### config.mk
export PLATFORM = sky130hd
export DESIGN_NAME = dma_beat_addr_gen
export DESIGN_NICKNAME = d
export VERILOG_FILES = /design/src/rtl/dma_addr_pkg.sv /design/src/rtl/beat_counter.sv /design/src/rtl/addr_side.sv /design/src/rtl/dma_beat_addr_gen.sv
export SDC_FILE = /design/constraint.sdc
export NUM_CORES = 1
export LEC_CHECK = 0
export BUFFER_PORTS_ARGS = -buffer_cell sky130_fd_sc_hd__buf_2
export CORE_AREA = 2 2 150 152
export DETAILED_ROUTE_END_ITERATION = 6
export DIE_AREA = 0 0 152 154
export PLACE_DENSITY = 0.73
export RECOVER_POWER = 25
export REMOVE_ABC_BUFFERS = 1
export SYNTH_ARGS = -nofsm -noshare
export SYNTH_HDL_FRONTEND = slang
export SYNTH_SLANG_ARGS = --single-unit
export TNS_END_PERCENT = 30
### constraint.sdc
create_clock -name clk_i -period 4.8 [get_ports clk_i]
set_clock_uncertainty 0.05 [all_clocks]
set_input_delay 0.48 -clock clk_i [delete_from_list [all_inputs] [get_ports clk_i]]
set_output_delay 0.48 -clock clk_i [all_outputs]
set_load 0.02 [all_outputs]
### src/rtl/dma_addr_pkg.sv
package dma_addr_pkg;
  localparam int unsigned ADDR_W = 32;
  localparam int unsigned CNT_W  = 16;
  localparam int unsigned STEP_W = 3;

  typedef enum logic [1:0] {
    BEAT_1B  = 2'd0,
    BEAT_2B  = 2'd1,
    BEAT_4B  = 2'd2,
    BEAT_RSV = 2'd3
  } beat_size_e;
endpackage

### src/rtl/beat_counter.sv
module beat_counter #(
  parameter int unsigned CNT_W = 16
) (
  input  logic             clk_i,
  input  logic             rst_ni,
  input  logic             load_i,
  input  logic [CNT_W-1:0] cnt_i,
  input  logic             beat_i,
  output logic [CNT_W-1:0] left_o,
  output logic             advance_o,
  output logic             done_o
);
  logic [CNT_W-1:0] left_q;
  logic             done_q;

  // load has priority; strobes on an empty counter are dropped
  assign advance_o = beat_i && !load_i && (left_q != '0);

  always_ff @(posedge clk_i or negedge rst_ni) begin
    if (!rst_ni) begin
      left_q <= '0;
      done_q <= 1'b0;
    end else if (load_i) begin
      left_q <= cnt_i;
      done_q <= (cnt_i == '0);
    end else if (advance_o) begin
      left_q <= left_q - 1'b1;
      done_q <= (left_q == CNT_W'(1));
    end else begin
      done_q <= 1'b0;
    end
  end

  assign left_o = left_q;
  assign done_o = done_q;

  p_load_count_r2: assert property (@(posedge clk_i) disable iff (!rst_ni)
    load_i |=> left_o == $past(cnt_i));

  p_dec_by_one_r8: assert property (@(posedge clk_i) disable iff (!rst_ni)
    (beat_i && !load_i && left_o != '0) |=> left_o == $past(left_o) - 1'b1);

  p_idle_hold_r10: assert property (@(posedge clk_i) disable iff (!rst_ni)
    (!load_i && left_o == '0) |=> (left_o == '0 && !done_o));

  p_done_at_zero_r9: assert property (@(posedge clk_i) disable iff (!rst_ni)
    done_o |-> left_o == '0);

  p_zero_load_r11: assert property (@(posedge clk_i) disable iff (!rst_ni)
    (load_i && cnt_i == '0) |=> done_o);
endmodule

### src/rtl/addr_side.sv
module addr_side
  import dma_addr_pkg::*;
#(
  parameter int unsigned ADDR_W = 32,
  parameter int unsigned CNT_W  = 16,
  parameter int unsigned STEP_W = 3
) (
  input  logic              clk_i,
  input  logic              rst_ni,
  input  logic              load_i,
  input  logic [ADDR_W-1:0] end_i,
  input  logic              inc_i,
  input  logic              use_step_i,
  input  logic [1:0]        beat_size_i,
  input  logic [STEP_W-1:0] step_size_i,
  input  logic [CNT_W-1:0]  beats_left_i,
  input  logic              advance_i,
  output logic [ADDR_W-1:0] addr_o
);
  localparam int unsigned SHIFT_W = $clog2((2 ** STEP_W) + 2);

  logic [ADDR_W-1:0]  end_q;
  logic               inc_q;
  logic [SHIFT_W-1:0] shift_q;
  logic [SHIFT_W-1:0] base_sh, shift_d;
  logic [ADDR_W-1:0]  offset;

  // increment is a power of two: log2(bytes) plus optional stride exponent
  always_comb begin
    base_sh = (beat_size_i == BEAT_RSV) ? SHIFT_W'(2) : SHIFT_W'(beat_size_i);
    shift_d = use_step_i ? base_sh + SHIFT_W'(step_size_i) : base_sh;
  end

  always_ff @(posedge clk_i or negedge rst_ni) begin
    if (!rst_ni) begin
      end_q   <= '0;
      inc_q   <= 1'b0;
      shift_q <= '0;
    end else if (load_i) begin
      end_q   <= end_i;
      inc_q   <= inc_i;
      shift_q <= shift_d;
    end
  end

  assign offset = ADDR_W'(beats_left_i) << shift_q;
  assign addr_o = inc_q ? end_q - offset : end_q;

  p_stride_r4: assert property (@(posedge clk_i) disable iff (!rst_ni)
    (advance_i && inc_q) |=>
      addr_o == $past(addr_o) + (ADDR_W'(1) << $past(shift_q)));

  p_static_r3: assert property (@(posedge clk_i) disable iff (!rst_ni)
    (advance_i && !inc_q) |=> $stable(addr_o));

  p_load_static_r3: assert property (@(posedge clk_i) disable iff (!rst_ni)
    (load_i && !inc_i) |=> addr_o == $past(end_i));
endmodule

### src/rtl/dma_beat_addr_gen.sv
module dma_beat_addr_gen
  import dma_addr_pkg::*;
#(
  parameter int unsigned A_W = ADDR_W,
  parameter int unsigned C_W = CNT_W,
  parameter int unsigned S_W = STEP_W
) (
  input  logic           clk_i,
  input  logic           rst_ni,
  input  logic           load_i,
  input  logic [A_W-1:0] src_end_i,
  input  logic [A_W-1:0] dst_end_i,
  input  logic [C_W-1:0] beat_cnt_i,
  input  logic [1:0]     beat_size_i,
  input  logic           src_inc_i,
  input  logic           dst_inc_i,
  input  logic           step_sel_i,
  input  logic [S_W-1:0] step_size_i,
  input  logic           beat_done_i,
  output logic [A_W-1:0] src_addr_o,
  output logic [A_W-1:0] dst_addr_o,
  output logic [C_W-1:0] beats_left_o,
  output logic           active_o,
  output logic           done_o
);
  localparam int unsigned NSIDE = 2; // 0: source, 1: destination

  logic [C_W-1:0] left;
  logic           advance;
  logic [A_W-1:0] end_a  [NSIDE];
  logic [A_W-1:0] addr_a [NSIDE];
  logic           inc_a  [NSIDE];
  logic           step_a [NSIDE];

  assign end_a[0]  = src_end_i;
  assign end_a[1]  = dst_end_i;
  assign inc_a[0]  = src_inc_i;
  assign inc_a[1]  = dst_inc_i;
  assign step_a[0] = step_sel_i;
  assign step_a[1] = !step_sel_i;

  beat_counter #(.CNT_W(C_W)) u_cnt (
    .clk_i     (clk_i),
    .rst_ni    (rst_ni),
    .load_i    (load_i),
    .cnt_i     (beat_cnt_i),
    .beat_i    (beat_done_i),
    .left_o    (left),
    .advance_o (advance),
    .done_o    (done_o)
  );

  for (genvar s = 0; s < NSIDE; s++) begin : g_side
    addr_side #(.ADDR_W(A_W), .CNT_W(C_W), .STEP_W(S_W)) u_side (
      .clk_i        (clk_i),
      .rst_ni       (rst_ni),
      .load_i       (load_i),
      .end_i        (end_a[s]),
      .inc_i        (inc_a[s]),
      .use_step_i   (step_a[s]),
      .beat_size_i  (beat_size_i),
      .step_size_i  (step_size_i),
      .beats_left_i (left),
      .advance_i    (advance),
      .addr_o       (addr_a[s])
    );
  end

  assign src_addr_o   = addr_a[0];
  assign dst_addr_o   = addr_a[1];
  assign beats_left_o = left;
  assign active_o     = (left != '0);

  p_done_pulse_r9: assert property (@(posedge clk_i) disable iff (!rst_ni)
    (done_o && !load_i) |=> !done_o);

  p_done_ends_r8: assert property (@(posedge clk_i) disable iff (!rst_ni)
    done_o |-> !active_o);
endmodule

# Word level (Yosys, flattened, before mapping)
# Cells that the tools add are included.
# totals
regBits	91
latchBits	0
ram_bits	0
rom_bits	0
inputBits	92
output_inout_bits	82
elab_cells	31
n_memories	0
# classes
n_addsub	4
multipliers	0
n_div	0
magnitude_cmp	0
eq_ne	2
n_shift	2
mux	9
n_bitwise	0
n_reduce_logical	6
# op_table
op	count
$mux W32	2
$shl A16 B4 Y32	2
$sub A32 B32 Y32	2
$mux W16	2
$eq A16 B1 Y1 const B	1
$logic_not A16 Y1	1
$reduce_bool A16 Y1	1
$sub A16 B1 Y16 const B	1
$mux W4	2
$add A4 B3 Y4	1
$eq A2 B2 Y1 const B	1
$logic_and A1 B1 Y1	2
$mux W1	2
$mux W2	1
$reduce_bool A2 Y1	1
$logic_not A1 Y1	1

# Depth between registers and ports, before layout
# depth
ltp_word	5
ltp_mapped	19
ltp_nobuf	17

# By module
# Synthesis repeated with hierarchy kept, for this count alone.
# unflattened
hier_cells	1182
area_unflattened_um2	9994.6
# modules_own_cells
mod	n_inst	cells_each	area_per_inst_um2	seq_area_each_um2
addr_side at g_side[1].u_side	1	534	4440.5	925.9
addr_side at g_side[0].u_side	1	511	4369.2	925.9
beat_counter	1	131	1149.9	425.4
dma_beat_addr_gen	1	6	35.0	0.0

# Least setup slack after synthesis
# Ideal clock, no wire load.
# synth_timing
path_type	register to output
start	register g_side[1].u_side.shift_q[1]
end	output dst_addr_o[30]
arrival_ns	4.201
t_required_ns	4.270
path_slack_ns	0.069
path_stages_with_launch	16
n_path_buf	2
path_cell_list	dfrtp_1 -> clkbuf_1 -> clkbuf_1 -> mux2i_1 -> o21ai_0 -> mux2i_1 -> or2_2 -> ha_1 -> and2_1 -> nand3_1 -> a21o_1 -> nand3_1 -> a21o_1 -> a211oi_2 -> or4_1 -> o311ai_0
# synth_between
elab_chain_cells	3
# synth_rtl
element	line	text
from (decl)	addr_side.sv:24	logic [SHIFT_W-1:0] shift_q;
from (signal assigned)	addr_side.sv:42	shift_q <= shift_d;
$shl A16 B4 Y32	addr_side.sv:46	assign offset = ADDR_W'(beats_left_i) << shift_q;
$sub A32 B32 Y32	addr_side.sv:47	assign addr_o = inc_q ? end_q - offset : end_q;
$mux W32	addr_side.sv:47	
to (decl)	dma_beat_addr_gen.sv:21	output logic [A_W-1:0] dst_addr_o,
# Every way passes these cells.

# Worst setup path in the final report
# layout_timing
start	register u_cnt.left_q[5] (netlist: u_cnt.left_o[5])
end	output src_addr_o[26]
# layout_between
elab_chain_cells	3
# layout_rtl
element	line	text
from (decl)	beat_counter.sv:13	logic [CNT_W-1:0] left_q;
from (signal assigned)	beat_counter.sv:24	left_q <= cnt_i;
from (signal assigned)	beat_counter.sv:27	left_q <= left_q - 1'b1;
$shl A16 B4 Y32	addr_side.sv:46	
$sub A32 B32 Y32	addr_side.sv:47	
$mux W32	addr_side.sv:47	
to (decl)	dma_beat_addr_gen.sv:20	output logic [A_W-1:0] src_addr_o,
# Every way passes these cells.

==> results.yml <==
route:
  route.vias.total: 9319
  avgViaCountPerCell: 5.85
  totalWireLength_um: 29600
  drc: 0
  drtAntennaViolNets: 0
  wl_per_cell_um: 18.6
  drtIter0Drc: 552
  first_pass_iters: 5
power_and_ir_drop:
  p_comb_frac: 0.600
  powerDensity_nw_per_um2: 392
  seqPwrFrac: 0.211
  clkPwrFrac: 0.189
  internal-power_mw: 2.47
  power_mw: 4.50
  swShare: 0.451
  leakagePower_nw: 5.08
  irDropWorstVdd_mv: 0.222
  power.switching_mw: 2.03
finish:
  nFillCells: 2003
  nets: 1472
  fin_area_um2: 11500
  drive_gt1_frac: 0.324
  utilization: 0.530
  area_delta_synth_final_pct: 18.6
floorplanning:
  start_util: 0.447
  dieArea_um2: 23400
  fp.dieH_um: 154
  core-area_um2: 21700
  ios: 174
  row_count: 54
  dieWidth_um: 152
yosys:
  synth_edf_count: 0
  synth-main-ff-cell: "dfrtp_1"
  async_flop_share: 1.00
  synth_cell_types: 70
  ys_ff_latch: 91
  syn_inst: 1162
  synth_area_per_cell_um2: 8.34
  synth-seq-area-share: 0.235
  synth_area_um2: 9690
  yosysWarnings: 0
critical_path:
  cpMostUsedCell: "o21ai_0"
  slowest_delay_ns: 0.51
  cp_max_fo: 8
  end_kind: "output pin"
  path_cells: "buf_4 > mux4_2 > nand2_1 > o21ai_0 > o21ai_0 > ha_2 > nand4_1 > a2111oi_4 > o2111ai_2 > o41ai_1 > xor2_1 > mux2_2 > buf_2"
  critical_path.startpoint: "u_cnt.left_o[5]$_DFFE_PN0P_"
  worstPathArrival_ns: 4.19
  worstSetupPathType: "reg2out"
  reg2reg_to: "u_cnt.left_o[15]$_DFFE_PN0P_"
  critPathRequiredTime_ns: 4.27
  reg2reg_from: "u_cnt.left_o[4]$_DFFE_PN0P_"
  r2r_cells: 9
  cp_slowest_cell: "mux4_2"
  rrSetupSlack_ns: 2.20
  critPathLaunchType: "flop"
placement:
  dpl.hpwl_um: 23200
  io_buffers: 173
  gp_congestion: 0.990
  placedInstanceArea_um2: 10800
grt:
  grt_pass1_vias: 9033
  grt_pass1_wl_um: 47200
  grt_max_degree: 61
  grt-ovfl-total: 0
  antenna_found_initial: 1
  grtUsageTotal: 0.246
timing:
  tightest_slew_ns: 3.35
  finalCritPeriodShare: 0.983
  setup_viol: 0
  final.min_clock_period_ns: 4.72
  hold_viol: 0
  rsz0062_at_grt: "yes"
  drv_slew: 96
  relSlewSlack: -1.24
  fmax_mhz: 212
  hold_ws_ns: 0.277
clock_tree:
  htree_levels: 3
  cts_buffers: 9
  cts_root_buf: "clkbuf_16"
  cts_sinks: 91
  cts.clk_slew.worst_paths_ns: 0.07
  tritoncts: "built"
  clk_path_buf_depth: 2
  insertion_delay_ns: 0.36
worst_hold_path:
  holdPathStages: 2
  min_from: "beat_cnt_i[1]"
  min_to: "u_cnt.done_o$_DFF_PN0_"
  hold_path.class: "in2reg"
status:
  outcome: "complete, but fails checks"
  violations: "max-capacitance violations, max-slew violations"
job:
  max_cap_violations: 2
## Yosys cell counts (6+ instances only)
library cell	instances	area share
a22oi_1	11	0.0085
o21ai_0	80	0.041
o21bai_1	7	0.0054
a21o_1	38	0.029
or2_2	12	0.0077
xnor2_1	30	0.027
clkbuf_1	72	0.028
o211ai_1	6	0.0046
inv_1	30	0.012
nand2_1	116	0.045
o21a_1	10	0.0077
o31ai_1	6	0.0046
nand2b_1	9	0.0058
ha_1	70	0.090
nand4_1	19	0.012
nor3_1	26	0.013
dfrtp_1	91	0.24
mux2i_1	50	0.052
mux2_2	108	0.13
nor2b_1	17	0.011
o22ai_1	8	0.0052
nand3_1	32	0.017
mux4_2	8	0.019
buf_1	7	0.0027
nor2_1	74	0.029
or3_1	6	0.0039
a21oi_1	93	0.048
xor2_1	28	0.025
a211oi_1	11	0.0085
## cell type report
class,count,area [um2],area share
antenna,1,2.50,0.000218
sequential,91,2290,0.199
clock buffer,10,229,0.0199
inverter,33,128,0.0111
clock inverter,5,103,0.00893
timing repair buffer,216,1190,0.104
multi-input combinational,956,7200,0.626
tap,280,350,0.0305
## kinds of logic (layout without fill, tap and decap cells)
| group | count (synthesis) | after routing | share of synthesized area |
|---|---|---|---|
| AO/OA/AOI/OAI | 312 | 312 | 0.201 |
| XOR/XNOR | 58 | 58 | 0.0524 |
| adder cells (fa/ha/maj) | 73 | 73 | 0.0966 |
| buffers and inverters | 115 | 264 | 0.0458 |
| flip-flops | 91 | 91 | 0.235 |
| multiplexers | 166 | 166 | 0.196 |
| other | 0 | 1 | 0 |
| AND/OR/NAND/NOR | 347 | 347 | 0.173 |
## sequential cells by signal (all words and copies together) (netlist names)
signal / flops
g_side.u_side.inc_q: 2
u_cnt.done_o: 1
g_side.u_side.end_q: 64
g_side.u_side.shift_q: 8
u_cnt.left_o: 16
## power groups by stage
stage                     Clock (mW)  Combinational, mW  Sequential [mW]
after floorplan                    0               1.78            0.985
after global placement             0               2.53            0.958
after detailed placement           0               2.53            0.962
after CTS                      0.860               2.57            0.949
after global routing           0.902               2.95            0.964
final                          0.849               2.70            0.952
## critical path, delay by kind of cell (launching register included)
kind | cells | cell delay [ns]
multiplexers | 2 | 0.79
adder cells (fa/ha/maj) | 1 | 0.31
AO/OA/AOI/OAI | 5 | 1.49
AND/OR/NAND/NOR | 2 | 0.30
buffers and inverters | 2 | 0.35
XOR/XNOR | 1 | 0.12
flip-flops | 1 | 0.47
## cells in the final DEF (no fill, tap or decap), types with 7 or more instances in the layout
cell type and n:
clkbuf_16 9, mux2i_1 44, dfrtp_1 81, buf_2 170, a21oi_2 9, a21oi_1 84
nand3_1 30, dfrtp_2 9, or2_2 12, nor3_1 21, mux4_2 8, ha_1 64
buf_4 43, a22oi_1 10, o22ai_1 7, nand2_1 116, a21o_1 38, inv_1 30
o21ai_0 68, xor2_1 28, nor2b_1 17, o21a_1 10, o21ai_1 16, xnor2_1 30
nand4_1 19, a211oi_1 7, mux2_2 108, nand2b_1 9, nor2_1 73
## per-layer routing
| layer | share of wire | track usage | up-vias |
|---|---|---|---|
| met2 | 0.49 | 0.427 | 306 |
| met1 | 0.43 | 0.307 | 4432 |
| met3 | 0.055 | 0.0485 | 61 |
| li1 | - | - | 4520 |
| met4 | 0.028 | 0.0819 | 0 |
| met5 | 0 | 0 | - |
## worst max path at each step
stage / endpoint / slack (ns) / depth (start not counted)
after global placement: src_addr_o[26] / 0.25 / 13
after global routing: dst_addr_o[26] / -0.07 / 14
after CTS: dst_addr_o[26] / -0.02 / 16
after detailed placement: src_addr_o[29] / 0.17 / 14
after floorplan: dst_addr_o[30] / 0.19 / 13
final: src_addr_o[26] / 0.08 / 13
## per-stage QoR
stage	worst slack [ns]	TNS (ns)	std cells
after floorplan	0.194	0	1080
after global placement	0.253	0	1567
after detailed placement	0.172	0	1567
after CTS	-0.0218	-0.0229	1582
after global routing	-0.0698	-0.248	1591
final	0.0831	0	1592
## timing repair
action	CTS	global route
hold buffers	0	0
setup endpoints to repair	13	27
setup buffers	0	9
pin swaps	0	4
gates resized for setup	14	62
Note: power is estimated with default switching activity, not from simulation.
